[config.mk]
export PLATFORM = sky130hd
export DESIGN_NAME = gfx_irq_ctrl
export DESIGN_NICKNAME = d
export VERILOG_FILES = /design/src/rtl/gfx_irq_pkg.sv /design/src/rtl/gfx_irq_rst_sync.sv /design/src/rtl/gfx_irq_pend.sv /design/src/rtl/gfx_irq_mask.sv /design/src/rtl/gfx_irq_pool.sv /design/src/rtl/gfx_irq_ctrl.sv
export SDC_FILE = /design/constraint.sdc
export NUM_CORES = 1
export LEC_CHECK = 0
export ABC_AREA = 1
export BUFFER_PORTS_ARGS = -buffer_cell sky130_fd_sc_hd__buf_4
export CORE_MARGIN = 3
export CORE_UTILIZATION = 27
export DETAILED_ROUTE_END_ITERATION = 8
export GPL_TIMING_DRIVEN = 0
export PLACE_DENSITY = 0.51
export REMOVE_ABC_BUFFERS = 1
export SYNTH_ARGS = -nofsm -noshare
export SYNTH_HDL_FRONTEND = slang
export SYNTH_SLANG_ARGS = --single-unit
export TNS_END_PERCENT = 10
[constraint.sdc]
create_clock -name clk -period 2.4 [get_ports clk]
set_input_delay 0.12 -clock clk [delete_from_list [all_inputs] [get_ports clk]]
set_output_delay 0.12 -clock clk [all_outputs]
set_load 0.02 [all_outputs]
[src/rtl/gfx_irq_pkg.sv]
package gfx_irq_pkg;
  localparam int SRC_N      = 3;
  localparam int SRC_OOM    = 0;
  localparam int SRC_FLUSH  = 1;
  localparam int SRC_FRAME  = 2;

  localparam int OFF_PEND   = 0;
  localparam int OFF_EN_SET = 1;
  localparam int OFF_EN_CLR = 2;
  localparam int OFF_PBASE  = 3;
  localparam int OFF_PSIZE  = 4;
endpackage

[src/rtl/gfx_irq_rst_sync.sv]
module gfx_irq_rst_sync #(
  parameter int STAGES = 2
) (
  input  logic clk,
  input  logic rst_n,
  output logic rst_sync_n
);
  logic [STAGES-1:0] sync_q;

  always_ff @(posedge clk or negedge rst_n) begin
    if (!rst_n) sync_q <= '0;
    else        sync_q <= {sync_q[STAGES-2:0], 1'b1};
  end

  assign rst_sync_n = sync_q[STAGES-1];
endmodule

[src/rtl/gfx_irq_pend.sv]
module gfx_irq_pend #(
  parameter int N = 3
) (
  input  logic         clk,
  input  logic         rst_n,
  input  logic [N-1:0] set_i,
  input  logic [N-1:0] ack_i,
  output logic [N-1:0] pend_o
);
  logic [N-1:0] pend_q, pend_d;

  for (genvar b = 0; b < N; b++) begin : g_bit
    always_comb pend_d[b] = set_i[b] | (pend_q[b] & ~ack_i[b]);
  end

  always_ff @(posedge clk or negedge rst_n) begin
    if (!rst_n) pend_q <= '0;
    else        pend_q <= pend_d;
  end

  assign pend_o = pend_q;
endmodule

[src/rtl/gfx_irq_mask.sv]
module gfx_irq_mask #(
  parameter int N = 3
) (
  input  logic         clk,
  input  logic         rst_n,
  input  logic         set_we,
  input  logic         clr_we,
  input  logic [N-1:0] bits_i,
  output logic [N-1:0] mask_o
);
  logic [N-1:0] mask_q, mask_d;
  logic         mask_en;

  always_comb begin
    mask_d = mask_q;
    if (set_we) mask_d = mask_q | bits_i;
    if (clr_we) mask_d = mask_q & ~bits_i;
  end

  assign mask_en = set_we | clr_we;

  always_ff @(posedge clk or negedge rst_n) begin
    if (!rst_n)       mask_q <= '0;
    else if (mask_en) mask_q <= mask_d;
  end

  assign mask_o = mask_q;
endmodule

[src/rtl/gfx_irq_pool.sv]
module gfx_irq_pool #(
  parameter int DATA_W = 32
) (
  input  logic              clk,
  input  logic              rst_n,
  input  logic              base_we,
  input  logic              size_we,
  input  logic [DATA_W-1:0] wdata,
  input  logic              oom_req_i,
  output logic [DATA_W-1:0] base_o,
  output logic [DATA_W-1:0] size_o,
  output logic              starved_o
);
  logic [DATA_W-1:0] base_q, size_q;
  logic              starved_q, starved_d;
  logic              supply;

  assign supply = size_we & (wdata != '0);

  always_comb starved_d = oom_req_i | (starved_q & ~supply);

  always_ff @(posedge clk or negedge rst_n) begin
    if (!rst_n)       base_q <= '0;
    else if (base_we) base_q <= wdata;
  end

  always_ff @(posedge clk or negedge rst_n) begin
    if (!rst_n)       size_q <= '0;
    else if (size_we) size_q <= wdata;
  end

  always_ff @(posedge clk or negedge rst_n) begin
    if (!rst_n) starved_q <= 1'b0;
    else        starved_q <= starved_d;
  end

  assign base_o    = base_q;
  assign size_o    = size_q;
  assign starved_o = starved_q;
endmodule

[src/rtl/gfx_irq_ctrl.sv]
module gfx_irq_ctrl
  import gfx_irq_pkg::*;
#(
  parameter int DATA_W = 32,
  parameter int ADDR_W = 3
) (
  input  logic              clk,
  input  logic              rst_n,
  input  logic [ADDR_W-1:0] bus_addr,
  input  logic              bus_we,
  input  logic [DATA_W-1:0] bus_wdata,
  output logic [DATA_W-1:0] bus_rdata,
  input  logic              oom_req_i,
  input  logic              flush_done_i,
  input  logic              frame_done_i,
  output logic [DATA_W-1:0] pool_base_o,
  output logic [DATA_W-1:0] pool_size_o,
  output logic              irq_o
);
  logic              rst_sync_n;
  logic              we_pend, we_set, we_clr, we_base, we_size;
  logic [SRC_N-1:0]  src_set, pend_ack, pend_q, mask_q;
  logic              starved;
  logic              irq_q, irq_d;

  gfx_irq_rst_sync #(.STAGES(2)) u_rst (
    .clk(clk), .rst_n(rst_n), .rst_sync_n(rst_sync_n)
  );

  always_comb begin
    we_pend = bus_we && (bus_addr == ADDR_W'(OFF_PEND));
    we_set  = bus_we && (bus_addr == ADDR_W'(OFF_EN_SET));
    we_clr  = bus_we && (bus_addr == ADDR_W'(OFF_EN_CLR));
    we_base = bus_we && (bus_addr == ADDR_W'(OFF_PBASE));
    we_size = bus_we && (bus_addr == ADDR_W'(OFF_PSIZE));
  end

  gfx_irq_pool #(.DATA_W(DATA_W)) u_pool (
    .clk(clk), .rst_n(rst_sync_n),
    .base_we(we_base), .size_we(we_size), .wdata(bus_wdata),
    .oom_req_i(oom_req_i),
    .base_o(pool_base_o), .size_o(pool_size_o), .starved_o(starved)
  );

  always_comb begin
    src_set            = '0;
    src_set[SRC_OOM]   = starved;
    src_set[SRC_FLUSH] = flush_done_i;
    src_set[SRC_FRAME] = frame_done_i;
    pend_ack           = we_pend ? bus_wdata[SRC_N-1:0] : '0;
  end

  gfx_irq_pend #(.N(SRC_N)) u_pend (
    .clk(clk), .rst_n(rst_sync_n),
    .set_i(src_set), .ack_i(pend_ack), .pend_o(pend_q)
  );

  gfx_irq_mask #(.N(SRC_N)) u_mask (
    .clk(clk), .rst_n(rst_sync_n),
    .set_we(we_set), .clr_we(we_clr),
    .bits_i(bus_wdata[SRC_N-1:0]), .mask_o(mask_q)
  );

  always_comb irq_d = |(pend_q & mask_q);

  always_ff @(posedge clk or negedge rst_sync_n) begin
    if (!rst_sync_n) irq_q <= 1'b0;
    else             irq_q <= irq_d;
  end

  assign irq_o = irq_q;

  always_comb begin
    case (bus_addr)
      ADDR_W'(OFF_PEND):   bus_rdata = DATA_W'(pend_q);
      ADDR_W'(OFF_EN_SET),
      ADDR_W'(OFF_EN_CLR): bus_rdata = DATA_W'(mask_q);
      ADDR_W'(OFF_PBASE):  bus_rdata = pool_base_o;
      ADDR_W'(OFF_PSIZE):  bus_rdata = pool_size_o;
      default:             bus_rdata = '0;
    endcase
  end
endmodule

; Word level (Yosys, flattened, before mapping)
; Cells that the tools add are included.
[totals]
register_bits = 74
latch_bits = 0
ram_bits = 0
romBits = 0
in_bits = 41
output_inout_bits = 97
wordCells = 44
memories = 0
[classes]
addsub = 0
multipliers = 0
div = 0
n_lt_le_gt_ge = 0
n_eq_ne = 4
shifts = 0
muxes = 4
n_bitwise = 18
reduce_logical = 11
[ops]
columns = op, n
row1 = 32-bit case mux with 4 select lines, 1
row2 = 32-bit nonzero test, 1
row3 = 3-bit 2-to-1 mux, 3
row4 = 3-bit bitwise AND, 2
row5 = "3-bit by 2-bit equality test with 1-bit output, second input constant", 2
row6 = 1-bit bitwise AND, 5
row7 = 1-bit logical AND, 5
row8 = 1-bit bitwise OR, 5
row9 = 1-bit inverter, 4
row10 = "3-bit by 1-bit equality test with 1-bit output, second input constant", 1
row11 = "3-bit equality test, second input constant", 1
row12 = 3-bit zero test, 1
row13 = 3-bit inverter, 1
row14 = 3-bit bitwise OR, 1
row15 = 3-bit OR reduction, 1
row16 = 2-bit AND reduction, 1
row17 = 2-bit nonzero test, 1
row18 = 2-bit OR reduction, 1

; Depth between registers and ports, before layout
[logic_depth]
word_depth = 6
ltp_mapped = 7
depth_no_buf = 7

; Cells and area by module
; A second synthesis with hierarchy kept.
[hier_totals]
hier_cells = 356
hier_area_um2 = 3958.8
[by_module_without_submodules]
columns = mod, n_inst, cells_per_inst, area_per_inst_um2, seq_area_each_um2
row1 = gfx_irq_pool, 1, 171, 2813.9, 1626.6
row2 = gfx_irq_ctrl, 1, 146, 828.3, 25.0
row3 = gfx_irq_mask, 1, 21, 142.6, 75.1
row4 = gfx_irq_pend, 1, 15, 120.1, 75.1
row5 = gfx_irq_rst_sync, 1, 3, 53.8, 50.0

; Worst setup path before layout
; Ideal clock, no wire load.
[synth_path]
path_kind = input to output
from = in bus_addr[1]
to = out bus_rdata[0]
arrival_ns = 0.867
required_ns = 2.280
setup_slack_ns = 1.413
path_stages = 6
n_path_buf = 1
path_cell_list = nor2_2 nand2_1 inv_1 buf_2 nand2_1 nand4_1
[synth_via]
elab_chain_len = 3
elab_cells_between_ends = 7
classes_between = eq/ne: 4 / mux: 1 / reduce/logical: 2
[synth_rtl]
columns = item, line
row1 = start: declaration, gfx_irq_ctrl.sv:9  ; input logic [ADDR_W-1:0] bus_addr,
row2 = 3-bit by 1-bit equality test with 1-bit output or 3-bit by 2-bit equality test with 1-bit output (tied branches), gfx_irq_ctrl.sv:74  ; case (bus_addr)
row3 = 2-bit OR reduction, gfx_irq_ctrl.sv:74
row4 = 32-bit case mux with 4 select lines (*), gfx_irq_ctrl.sv:74
row5 = end: declaration, gfx_irq_ctrl.sv:12  ; output logic [DATA_W-1:0] bus_rdata,
; Every way passes the cells marked *; elsewhere a longest branch is shown, timed or not.

; Worst setup path in the final report
[layout_path]
from = in bus_addr[1]
to = out bus_rdata[2]
; Same word-level chain as after synthesis.

==> out/results.ini <==
[logic_synthesis]
synthArstFlopShare_pct=100
yosys_warnings=0
synthTopCellsByCount=nand2_1 (101), dfrtp_1 (74), o21ai_1 (46)
synth_cell_types=22
yosysTopAreaCellShare_pct=54.5
yosys_most_used_dff=dfrtp_1
yosys_register_bits=74
synth_most_common_cell=nand2_1
syn_avg_cell_area_um2=9.26
synth-edff-count=0
synthDominantAreaCellType=dfrtp_1
synthTopCellsByArea=dfrtp_1 (55%), nand2_1 (11%), a22o_1 (7.5%)
yosysSeqAreaShare_pct=54.5
netlist_area_um2=3400
syn_inst=367

[routing]
drc=0
totalWireLength_um=9400
viasPerCell=4.39
dr.pass1.iters=4
final_antenna_net_count=0
wl_per_cell_um=13.9
drt_iter0_markers=181
vias=2960

[cts]
insertion_delay_ns=0.32
max-clock-path-buffers=2
cts_num_sinks=74
cts-root-buf=clkbuf_16
numCtsBuffers=9
path_clk_slew_ns=0.06
cts_max_level=3
cts_tree=built
cts_resized=0

[run]
drv_cap=0

[placement]
io_buffers=137
dpl_cell_area_um2=4510
gp_routability_congestion=0.770
hpwl_um=6540

[power]
power.density_nw_per_um2=856
leakagePower_nw=2.52
ir_worst_vdd_v=0.000283

[critical_path]
cp.arrival_ns=1.81
cp-end-kind=output pin
critPathRequiredTime_ns=2.28
crit_type=primary input to output pin
path_max_fanout=32
startpoint_type=primary input

[timing]
max_freq_ghz=0.519
rsz0062_at_grt=false
setup_viol=0
tightest_slew_ns=1.27
finalCritPeriodShare_pct=80.3
slew_violations=0
finClkSkew_ns=0.00683
maxSlewHeadroom_pct=15.3
hold_violations=0
worst_hold_slack_ns=0.0687
min_period_ns=1.93

[die]
rows=40
dieArea_um2=14000
io_pins=138
die_y_um=118
die_w_um=118
core_area_um2=12200
initial_core_util_pct=27.9

[layout]
final_cell_area_um2=4860
fin_nets=543
area_growth_pct=43.1
diodes=0
drive_gt1_share_pct=36.1

[global_routing]
grt_max_degree=71
grtUsageTotal_pct=13.4
grt-ovfl-total=0
grt_pass1_vias=2980
antenna_found_initial=0
grt_pass1_wl_um=15200

[min_path]
min_path_type=primary input to flip-flop

[outcome]
status=completed

-- kinds of logic after synthesis --
group	synth area share, %
and+or+nand+nor	16.2
AOI/OAI and AO/OA	20.3
DFF	54.5
buffers and inverters	8.91
other	0.110
-- worst paths after layout --
check | depth (start not counted) | to | startpoint | slack [ns]
min in group asynchronous | 0 | u_pool.base_o[7]$_DFFE_PN0P_ | u_rst.sync_q[1]$_DFF_PN0_ | 0.11
min | 3 | u_pool.base_o[30]$_DFFE_PN0P_ | bus_wdata[30] | 0.07
max reg2reg | 2 | u_pool.size_o[8]$_DFFE_PN0P_ | u_pool.size_o[8]$_DFFE_PN0P_ | 1.67
max in group asynchronous | 1 | u_pool.size_o[2]$_DFFE_PN0P_ | u_rst.sync_q[1]$_DFF_PN0_ | 1.72
min reg2reg | 0 | u_pool.base_o[7]$_DFFE_PN0P_ | u_rst.sync_q[1]$_DFF_PN0_ | 0.11
max | 7 | bus_rdata[2] | bus_addr[1] | 0.47
-- cells in the final DEF, fill, tap and decap left out, types with 2 or more instances in the layout --
cell type / instances
buf_4: 137
nand2_1: 101
dfrtp_1: 73
o21ai_1: 46
inv_1: 39
a22o_1: 29
o21ai_2: 21
nor2_1: 19
clkbuf_16: 9
o21ai_0: 4
dlygate4sd3_1: 4
nand4_1: 3
clkinv_2: 3
nor2_2: 2
nand3_1: 2
clkbuf_8: 2
-- routing by layer --
layer  part of all wire, %  up-vias  GRT usage, %
li1                      -     1473             -
met1                    44     1390          16.4
met2                    49       88          22.6
met3                   6.0        9          4.16
met4                   1.1        0          4.10
met5                     0        -             0
-- sequential cells by signal (all words and copies together) (netlist names), named ones only --
| name | count |
|---|---|
| irq_o | 1 |
| u_pend.pend_o | 3 |
| u_pool.base_o | 32 |
| u_pool.size_o | 32 |
| u_pool.starved_o | 1 |
| u_rst.sync_q | 2 |
-- what timing repair did --
action / 4_1_cts / 5_1_grt
endpoints found under the hold margin: 5 / 0
hold buffers: 4 / 0
buffers inserted: 0 / 0
-- through the flow --
step	setup slack (ns)	util (%)	setup TNS, ns	total power [mW]	instances
after floorplan	0.187	-	0	2.27	349
after global placement	-0.687	36.9	-49.07	2.82	654
after detailed placement	0.209	37.1	0	2.85	655
after CTS	0.436	40.0	0	4.23	675
after global routing	0.288	40.0	0	4.39	675
final	0.473	40.0	0	4.16	675
-- worst max-delay path, stage by stage --
cell and delay (ns):
buf_4 0.13, nor2_2 0.14, nand2_1 0.09, inv_1 0.89, nand2_1 0.12, nand4_1 0.16, buf_4 0.15
-- final cells by class --
class,instances,area (um2)
Clock buffer,11,253
Sequential cell,74,1860
Timing Repair Buffer,142,1100
Clock inverter,5,52.6
Multi-Input combinational cell,235,1240
Fill cell,1246,7300
Tap cell,168,210
Inverter,40,150
-- report_power, final --
group	switching (mW)	internal, mW	total (mW)
logic	0.647	0.508	1.16
clock network	0.495	0.855	1.35
registers	0.185	1.47	1.66
total	1.33	2.83	4.16
No activity file was read; power rests on OpenSTA's default activity.
